--- src/rtl/bpwm_pkg.sv ---
package bpwm_pkg;
  localparam int BYTE_W = 8;
  localparam int VAL_W  = 2 * BYTE_W;

  localparam logic [BYTE_W-1:0] ADR_AOFF_HI = 8'hA1;
  localparam logic [BYTE_W-1:0] ADR_AOFF_LO = 8'hA2;
  localparam logic [BYTE_W-1:0] ADR_RUN     = 8'hA3;
  localparam logic [BYTE_W-1:0] ADR_PER_LO  = 8'hA4;
  localparam logic [BYTE_W-1:0] ADR_PER_HI  = 8'hA5;
  localparam logic [BYTE_W-1:0] ADR_DUTY_LO = 8'hA6;
  localparam logic [BYTE_W-1:0] ADR_DUTY_HI = 8'hA7;

  localparam logic [VAL_W-1:0] AOFF_NEVER = '1;
endpackage

--- src/rtl/bpwm_tick.sv ---
module bpwm_tick #(
  parameter int DIV = 25
) (
  input  logic clk,
  input  logic rst_n,
  output logic tick
);
  localparam int DW = (DIV > 1) ? $clog2(DIV) : 1;
  localparam logic [DW-1:0] LAST = DW'(DIV - 1);

  logic [DW-1:0] div_q, div_d;

  assign tick = (div_q == LAST);

  always_comb begin
    div_d = tick ? '0 : div_q + 1'b1;
  end

  always_ff @(posedge clk or negedge rst_n) begin
    if (!rst_n) div_q <= '0;
    else        div_q <= div_d;
  end
endmodule

--- src/rtl/bpwm_regs.sv ---
module bpwm_regs
  import bpwm_pkg::*;
(
  input  logic              clk,
  input  logic              rst_n,
  input  logic              wr_en,
  input  logic [BYTE_W-1:0] wr_addr,
  input  logic [BYTE_W-1:0] wr_data,
  input  logic              expire,
  output logic              run,
  output logic [VAL_W-1:0]  period,
  output logic [VAL_W-1:0]  duty,
  output logic              restart,
  output logic              aoff_load,
  output logic [VAL_W-1:0]  aoff_value
);
  localparam int NSPLIT = 2;

  logic [VAL_W-1:0] live_q [NSPLIT];
  logic [NSPLIT-1:0] commit;

  genvar g;
  generate
    for (g = 0; g < NSPLIT; g++) begin : g_split
      localparam logic [BYTE_W-1:0] LO = (g == 0) ? ADR_PER_LO : ADR_DUTY_LO;
      localparam logic [BYTE_W-1:0] HI = (g == 0) ? ADR_PER_HI : ADR_DUTY_HI;
      logic [BYTE_W-1:0] stage_q, stage_d;
      logic [VAL_W-1:0]  live_d;
      logic              hi_wr;

      assign hi_wr     = wr_en && (wr_addr == HI);
      assign commit[g] = wr_en && (wr_addr == LO);

      always_comb begin
        stage_d = hi_wr ? wr_data : stage_q;
        live_d  = commit[g] ? {stage_q, wr_data} : live_q[g];
      end

      always_ff @(posedge clk or negedge rst_n) begin
        if (!rst_n) begin
          stage_q   <= '0;
          live_q[g] <= '0;
        end else begin
          stage_q   <= stage_d;
          live_q[g] <= live_d;
        end
      end
    end
  endgenerate

  assign period  = live_q[0];
  assign duty    = live_q[1];
  assign restart = |commit;

  logic [BYTE_W-1:0] aoff_hi_q, aoff_hi_d;
  logic run_q, run_d;
  logic run_wr;

  assign aoff_load  = wr_en && (wr_addr == ADR_AOFF_LO);
  assign aoff_value = {aoff_hi_q, wr_data};
  assign run_wr     = wr_en && (wr_addr == ADR_RUN);
  assign run        = run_q;

  always_comb begin
    aoff_hi_d = (wr_en && (wr_addr == ADR_AOFF_HI)) ? wr_data : aoff_hi_q;
    if (run_wr)      run_d = wr_data[0];
    else if (expire) run_d = 1'b0;
    else             run_d = run_q;
  end

  always_ff @(posedge clk or negedge rst_n) begin
    if (!rst_n) begin
      aoff_hi_q <= '0;
      run_q     <= 1'b0;
    end else begin
      aoff_hi_q <= aoff_hi_d;
      run_q     <= run_d;
    end
  end
endmodule

--- src/rtl/bpwm_core.sv ---
module bpwm_core
  import bpwm_pkg::*;
(
  input  logic             clk,
  input  logic             rst_n,
  input  logic             tick,
  input  logic             run,
  input  logic [VAL_W-1:0] period,
  input  logic [VAL_W-1:0] duty,
  input  logic             restart,
  input  logic             aoff_load,
  input  logic [VAL_W-1:0] aoff_value,
  output logic             pwm_out,
  output logic             expire
);
  logic [VAL_W-1:0] cnt_q, cnt_d;
  logic [VAL_W-1:0] aoff_q, aoff_d;
  logic pend_q, pend_d;
  logic wrap, per_zero, aoff_active;

  assign per_zero    = (period == '0);
  assign wrap        = run && tick && !pend_q && !per_zero && (cnt_q >= period - 1'b1);
  assign aoff_active = (aoff_q != AOFF_NEVER);
  assign expire      = wrap && aoff_active && (aoff_q <= VAL_W'(1));

  always_comb begin
    pend_d = restart || (pend_q && !tick);

    if (!run)                      cnt_d = '0;
    else if (!tick)                cnt_d = cnt_q;
    else if (pend_q || per_zero)   cnt_d = '0;
    else if (wrap)                 cnt_d = '0;
    else                           cnt_d = cnt_q + 1'b1;

    if (aoff_load)                 aoff_d = aoff_value;
    else if (wrap && aoff_active)  aoff_d = (aoff_q == '0) ? '0 : aoff_q - 1'b1;
    else                           aoff_d = aoff_q;
  end

  always_ff @(posedge clk or negedge rst_n) begin
    if (!rst_n) begin
      cnt_q  <= '0;
      aoff_q <= AOFF_NEVER;
      pend_q <= 1'b0;
    end else begin
      cnt_q  <= cnt_d;
      aoff_q <= aoff_d;
      pend_q <= pend_d;
    end
  end

  assign pwm_out = run && !per_zero && ((duty >= period) || (cnt_q < duty));
endmodule

--- src/rtl/bytereg_pwm.sv ---
module bytereg_pwm
  import bpwm_pkg::*;
#(
  parameter int TICK_DIV = 25
) (
  input  logic              clk,
  input  logic              rst_n,
  input  logic              wr_en,
  input  logic [BYTE_W-1:0] wr_addr,
  input  logic [BYTE_W-1:0] wr_data,
  output logic              pwm_out
);
  logic [1:0] rsync_q;
  logic rst_n_s;

  always_ff @(posedge clk or negedge rst_n) begin
    if (!rst_n) rsync_q <= '0;
    else        rsync_q <= {rsync_q[0], 1'b1};
  end
  assign rst_n_s = rsync_q[1];

  logic tick, run, restart, aoff_load, expire;
  logic [VAL_W-1:0] period, duty, aoff_value;

  bpwm_tick #(.DIV(TICK_DIV)) u_tick (
    .clk   (clk),
    .rst_n (rst_n_s),
    .tick  (tick)
  );

  bpwm_regs u_regs (
    .clk        (clk),
    .rst_n      (rst_n_s),
    .wr_en      (wr_en),
    .wr_addr    (wr_addr),
    .wr_data    (wr_data),
    .expire     (expire),
    .run        (run),
    .period     (period),
    .duty       (duty),
    .restart    (restart),
    .aoff_load  (aoff_load),
    .aoff_value (aoff_value)
  );

  bpwm_core u_core (
    .clk        (clk),
    .rst_n      (rst_n_s),
    .tick       (tick),
    .run        (run),
    .period     (period),
    .duty       (duty),
    .restart    (restart),
    .aoff_load  (aoff_load),
    .aoff_value (aoff_value),
    .pwm_out    (pwm_out),
    .expire     (expire)
  );
endmodule

--- config.mk ---
export PLATFORM = sky130hd
export DESIGN_NAME = bytereg_pwm
export DESIGN_NICKNAME = d
export VERILOG_FILES = /design/src/rtl/bpwm_pkg.sv /design/src/rtl/bpwm_tick.sv /design/src/rtl/bpwm_regs.sv /design/src/rtl/bpwm_core.sv /design/src/rtl/bytereg_pwm.sv
export SDC_FILE = /design/constraint.sdc
export NUM_CORES = 1
export LEC_CHECK = 0
export BUFFER_PORTS_ARGS = -buffer_cell sky130_fd_sc_hd__buf_4
export CAP_MARGIN = 40
export CORE_ASPECT_RATIO = 0.5
export CORE_MARGIN = 5
export CORE_UTILIZATION = 65
export CTS_BUF_LIST = sky130_fd_sc_hd__clkbuf_4 sky130_fd_sc_hd__clkbuf_8
export DETAILED_ROUTE_END_ITERATION = 6
export PLACE_DENSITY = 0.8
export SLEW_MARGIN = 20
export SYNTH_ARGS = -nofsm -noshare
export SYNTH_HDL_FRONTEND = slang
export SYNTH_SLANG_ARGS = --single-unit
export TNS_END_PERCENT = 1
--- constraint.sdc ---
create_clock -name clk -period 6.7 [get_ports clk]
set_clock_uncertainty 0.05 [all_clocks]
set_input_delay 0.335 -clock clk [delete_from_list [all_inputs] [get_ports clk]]
set_output_delay 0.335 -clock clk [all_outputs]
set_load 0.02 [all_outputs]
After elaboration in Yosys (flattened, before gate mapping)
Cells that the tools add are included.
Widths: inputs -> output; s select.
Storage, ports and cells
  flip-flop bits (word level): 97
  word-level logic and storage cells: 66
Cells by class
  add/sub/neg operators: 4
  $lt $le $gt $ge: 4
  equality and inequality tests: 10
  multiplexer cells: 10
  reduce and logical (&&, ||, !) cells: 27
Operators with widths (count)
  $mux 16: 7
  $eq 8x8->1 const B: 7
  $ge 16x16->1: 2
  $logic_not 16->1: 2
  $sub 16x1->16 const B: 2
  $add 16x1->16 const B: 1
  $le 16x1->1 const B: 1
  $logic_and 1x1->1: 16
  $lt 16x16->1: 1
  $ne 16x16->1 const B: 1
  $add 5x1->5 const B: 1
  $eq 5x5->1 const B: 1
  $mux 5: 1
  $reduce_bool 2->1: 2
  $logic_not 1->1: 3
  $logic_or 1x1->1: 3
  $mux 1: 2
  $ne 2x2->1 const B: 1
  $reduce_or 2->1: 1

Depth between registers and ports, before layout
  depth in word-level cells: 9
  gate-level depth with buffers: 16

By module
From an unflattened synthesis, not the netlist that was laid out.
Unflattened totals
  cells, all modules: 584
  area, all modules: 6189.7 um^2
Modules (own cells, without submodules)
  bpwm_core: instances 1, cells an instance 416, area each 3533.4 um^2, sequential area each 845.8 um^2
  bpwm_regs: instances 1, cells an instance 141, area each 2336.0 um^2, sequential area each 1426.4 um^2
  bpwm_tick: instances 1, cells an instance 24, area each 266.5 um^2, sequential area each 125.1 um^2
  bytereg_pwm: instances 1, cells an instance 3, area each 53.8 um^2, sequential area each 50.0 um^2

Least setup slack after synthesis
OpenSTA, ideal clock, no wires.
  path type: reg2reg
  from: reg u_regs.live_q (netlist bit u_regs.period[0])
  to: reg u_core.aoff_q[14]
  setup time: 77 ps
  data arrival time: 3333 ps
  data required time: 6573 ps
  path slack: 3240 ps
  cell stages (with the launch flop): 13
  clock period less this slack: 3460 ps
  path through: dfrtp_1 nor4_1 nand2_1 nor3b_1 and3_1 xnor2_1 ha_1 nand4_1 or3_4 o21ai_4 nand3_4 or4_1 a31oi_1
Between the ends
  longest elaborated chain between the ends: 6
  elaborated cells on any way between the ends: 8
  classes of those cells: add/sub (1); order compare (1); reduce/logical (6)
Ends and longest elaborated chain
  from (decl): RTL line bpwm_regs.sv:19  | logic [VAL_W-1:0] live_q [NSPLIT];
  from (signal, indexed assignment): RTL line bpwm_regs.sv:45  | live_q[g] <= live_d;
  parallel branches: the longest is 3 deep, another holds $sub 16x1->16
  $logic_and 1x1->1 *: RTL line bpwm_core.sv:22  | assign wrap = run && tick && !pend_q && !per_zero && (cnt_q >= period - 1'b1);
  $logic_and 1x1->1 *: RTL line bpwm_core.sv:36  | else if (wrap && aoff_active) aoff_d = (aoff_q == '0) ? '0 : aoff_q - 1'b1;
  $reduce_bool 2->1 (no source line) *
  to (signal assigned): RTL line bpwm_core.sv:47  | aoff_q <= aoff_d;
  to (decl): RTL line bpwm_core.sv:17  | logic [VAL_W-1:0] aoff_q, aoff_d;
Every way passes the cells marked *.
A chain may end at the register's enable or synchronous reset.

Worst setup path after layout
  from: reg u_regs.live_q (netlist bit u_regs.period[0])
  to: reg u_core.aoff_q[6]
Same word-level chain as after synthesis.

==> run summary <==
The floorplan step defined a die boundary enclosing 0.0111 mm². The worst setup path is launched from a register. The effective utilization at floorplan was 66.8%; the cell count after synthesis was 597. A synthesized cell averages 9.74 µm². The flow ran to the end, and the final reports show no timing, DRC or antenna violations. STA classifies the critical path endpoint as a register. Number of fill cells: 658. The first detailed-routing pass ran for 4 iterations. Setup violations remaining at the end of the flow were counted as 0. The cell area after technology mapping is 0.00582 mm². In this run the core area contains 24 standard-cell rows.

The most common flop cell mapped by yosys is sky130_fd_sc_hd__dfrtp_1. The hold violation count in the final report came out at 0. The sum of overflow across all layers after global routing came out at 0.

Routability-driven placement finished with a final weighted congestion of 0.899. The floorplan step defined a core boundary enclosing 0.00871 mm². The proportion of synthesized chip area in sequential cells is 42.1%, and the register clock-pin slew on the reported worst setup and hold paths is 0.09 ns. Final hold analysis gives a worst-case slack of 0.177 ns. The initial antenna violation count is 0, and the H-tree depth is 3. In the synthesized netlist, the cells that appear most often are 81 x sky130_fd_sc_hd__dfrtp_1, 77 x sky130_fd_sc_hd__nand2_1, 55 x sky130_fd_sc_hd__ha_1, 55 x sky130_fd_sc_hd__o21ai_0, 41 x sky130_fd_sc_hd__inv_1. Clock tree root buffer cell: sky130_fd_sc_hd__clkbuf_8.

The run gives 21.3 mm as the global-route wire length before repair. In the final layout, the share of cells above drive strength 1 is 17.6%. In this run the static leakage power is 0.00294 µW. The share of synthesized registers carrying an async set or reset came out at 100%.

The final net count is 688. Leaving out filler cells and counting taps, the final layout contains 736. The I/O pin total came out at 20. The quantity of I/O buffers inserted on ports works out to 19. The buffer levels on the longest clock path was 2. For the pin with the worst max-slew slack, the measured transition is 0.786 ns. The tools report the total track usage as 24.4%. The number of synthesized register bits is 97.

Data on the critical path arrives at its endpoint at 4.47 ns. The die is 76.9 µm tall. The number of DRC markers in iteration 0 was 246. The most instantiated library cell after synthesis was sky130_fd_sc_hd__dfrtp_1. 0 antenna diodes ended up in the layout. The share of the clock period used by the worst path is 63.0%.

The run gives 4337 as the number of global-route vias before repair. The worst hold path begins at wr_addr[2]. Summed over all nets, the half-perimeter wirelength after detailed placement is 9.31 mm.

For this run, the number of Yosys warnings is 0. The tool flagged a number of max-cap violations equal to 0. Critical path class: register to register.

In this run the tightest slew margin relative to its limit is 47.5%. The biggest area contributor in the post-synthesis netlist is sky130_fd_sc_hd__dfrtp_1. The run gives 12.6 mm as the wire length reported by the detailed router. Setup repair after global routing left no endpoint under its margin. Tracing the worst setup path back leads to its startpoint at u_regs.period[0]. The signed area change from the synthesized netlist to the final layout works out to 7.59%. The number of vias in the routed layout is 4482, and the power density over the cells is 179 mW/mm². After detailed routing, the number of remaining DRC violations is 0. The final critical-path required period came out at 4.22 ns. The setup total negative slack came out at 0 ns. For the least setup slack across all paths after layout, the log shows 2.48 ns. Class of the most critical hold timing path: primary input to register. After layout, the design draws a total of 1120 µW. TritonCTS built the clock tree. The via-per-instance ratio is 6.09. Data on the critical path is required at its endpoint by 6.95 ns. The logs give 0 for the remaining number of nets flagged by the antenna check after routing and 59 for the number of distinct library cells after synthesis. Including well taps, the total number of placed cells is 719. In this run the critical register-to-register path is launched from u_regs.period[0]. The number of max-slew violations in the final report is 0, and the routed length per placed instance is 17.2 µm.

Number of enable-type register cells in the synthesized netlist: 0. At the placement stage, the worst setup path has a slack of 2.55 ns. Along the worst path, the maximum fanout reaches 23.

The maximum clock rate is 0.237 GHz, and the synthesized netlist net count is 671. The tools report the number of buffers created by CTS as 9. The maximum vdd ir drop was 0.127 mV; the sink count of the clock tree was 97.

Entering global routing, the biggest net connects 57 pins. The share of synthesized area in the top cell type comes to 34.9%. The clock latency on the worst-skew pair was 0.37 ns. The width of the chip is 144 µm. In the post-synthesis netlist, the biggest area contributors are sky130_fd_sc_hd__dfrtp_1 35%, sky130_fd_sc_hd__ha_1 12%, sky130_fd_sc_hd__mux2_2 7.7%, sky130_fd_sc_hd__dfstp_2 7.2%, sky130_fd_sc_hd__nand2_1 5.0%.
-- worst max-delay path, cell delays in order (launching register included) --
cell and delay (ns):
sky130_fd_sc_hd__dfrtp_1 0.41, sky130_fd_sc_hd__nor4_1 0.66, sky130_fd_sc_hd__nand2_1 0.21, sky130_fd_sc_hd__nor3b_1 0.33, sky130_fd_sc_hd__and3_1 0.22, sky130_fd_sc_hd__xnor2_1 0.07, sky130_fd_sc_hd__ha_1 0.31, sky130_fd_sc_hd__nand4_1 0.13
sky130_fd_sc_hd__or3_4 0.44, sky130_fd_sc_hd__o21ai_4 0.26, sky130_fd_sc_hd__nand3_4 0.27, sky130_fd_sc_hd__or4_1 0.59, sky130_fd_sc_hd__a31oi_1 0.21
-- report_power, final --
part / internal [µW] / switching, µW / total [µW]
Combinational: 40.5 / 52.5 / 93.0
Sequential: 610 / 24.8 / 635
Clock: 185 / 205 / 390
Total: 835 / 282 / 1120
-- sequential cells by signal, summed over array words and instances (netlist names) --
name,cells
u_regs.period,16
u_regs.run,1
u_regs.g_split.stage_q,16
u_regs.aoff_hi_q,8
rsync_q,2
u_regs.duty,16
u_tick.div_q,5
u_core.aoff_q,16
u_core.cnt_q,16
u_core.pend_q,1
-- per-stage QoR --
step	utilization, %	instance area (µm²)
floorplan	-	5820
global placement	69.4	6050
detailed placement	69.4	6050
CTS	71.9	6260
global route	71.9	6260
finish	71.9	6260
-- placed cells by master, fill, tap and decap left out, drive strengths merged, types with 3 or more instances in the layout --
cell type,n
inv,44
nor4,9
and3,7
a21o,7
a31oi,11
o211ai,16
o21ai,59
nor2b,3
a22o,3
a211oi,3
nand2,77
or4,4
clkbuf,11
nor2,32
o311ai,3
nor3,12
dfrtp,81
mux2,40
a21oi,26
nor3b,3
buf,21
nand3,12
ha,55
and2,8
nand2b,3
dfstp,16
nand4b,3
or3,3
xnor2,14
nand4,14
-- timing repair --
item,CTS,global route
hold endpoints to repair,2,0
hold buffers,1,0
buffers inserted,0,0
gates resized for setup,0,0
-- cells by family (layout without fill, tap and decap cells) --
| family | Yosys count | after routing | synth area share [%] |
|---|---|---|---|
| AOI/OAI and AO/OA | 135 | 135 | 14.0 |
| xor gates and xnor gates | 15 | 15 | 2.26 |
| adders and majority gates | 55 | 55 | 11.8 |
| buffers and inverters | 57 | 79 | 3.96 |
| DFF | 97 | 97 | 42.1 |
| muxes | 41 | 41 | 7.92 |
| other | 1 | 1 | 0.0645 |
| and+or+nand+nor | 196 | 196 | 17.9 |
-- final timing paths --
kind	to	slack (ns)	cells after the start
setup / recovery	u_core.aoff_q[6]	2.48	12
hold / removal	u_core.pend_q	0.18	3
setup reg to reg	u_core.aoff_q[6]	2.48	12
hold reg to reg	u_regs.duty[2]	0.27	0
max in group asynchronous	u_regs.duty[6]	5.28	1
min in group asynchronous	rsync_q[0]	0.21	2
-- area by class of cell --
cell class	instances	area (µm²)	area share [%]
Clock buffer	11	139	2.22
Clock inverter	5	61.3	0.980
Inverter	41	154	2.46
Multi-Input combinational cell	443	3140	50.1
Sequential cell	97	2450	39.2
Tap cell	117	146	2.34
Timing Repair Buffer	22	168	2.68
-- metal layers --
metal	track usage, %	up-vias	wire, µm
met3	5.03	20	590
met4	7.14	0	232
li1	-	2187	-
met2	38.3	117	5790
met1	34.4	2158	6010
met5	0	-	0
No activity file was read; power rests on OpenSTA's default activity.
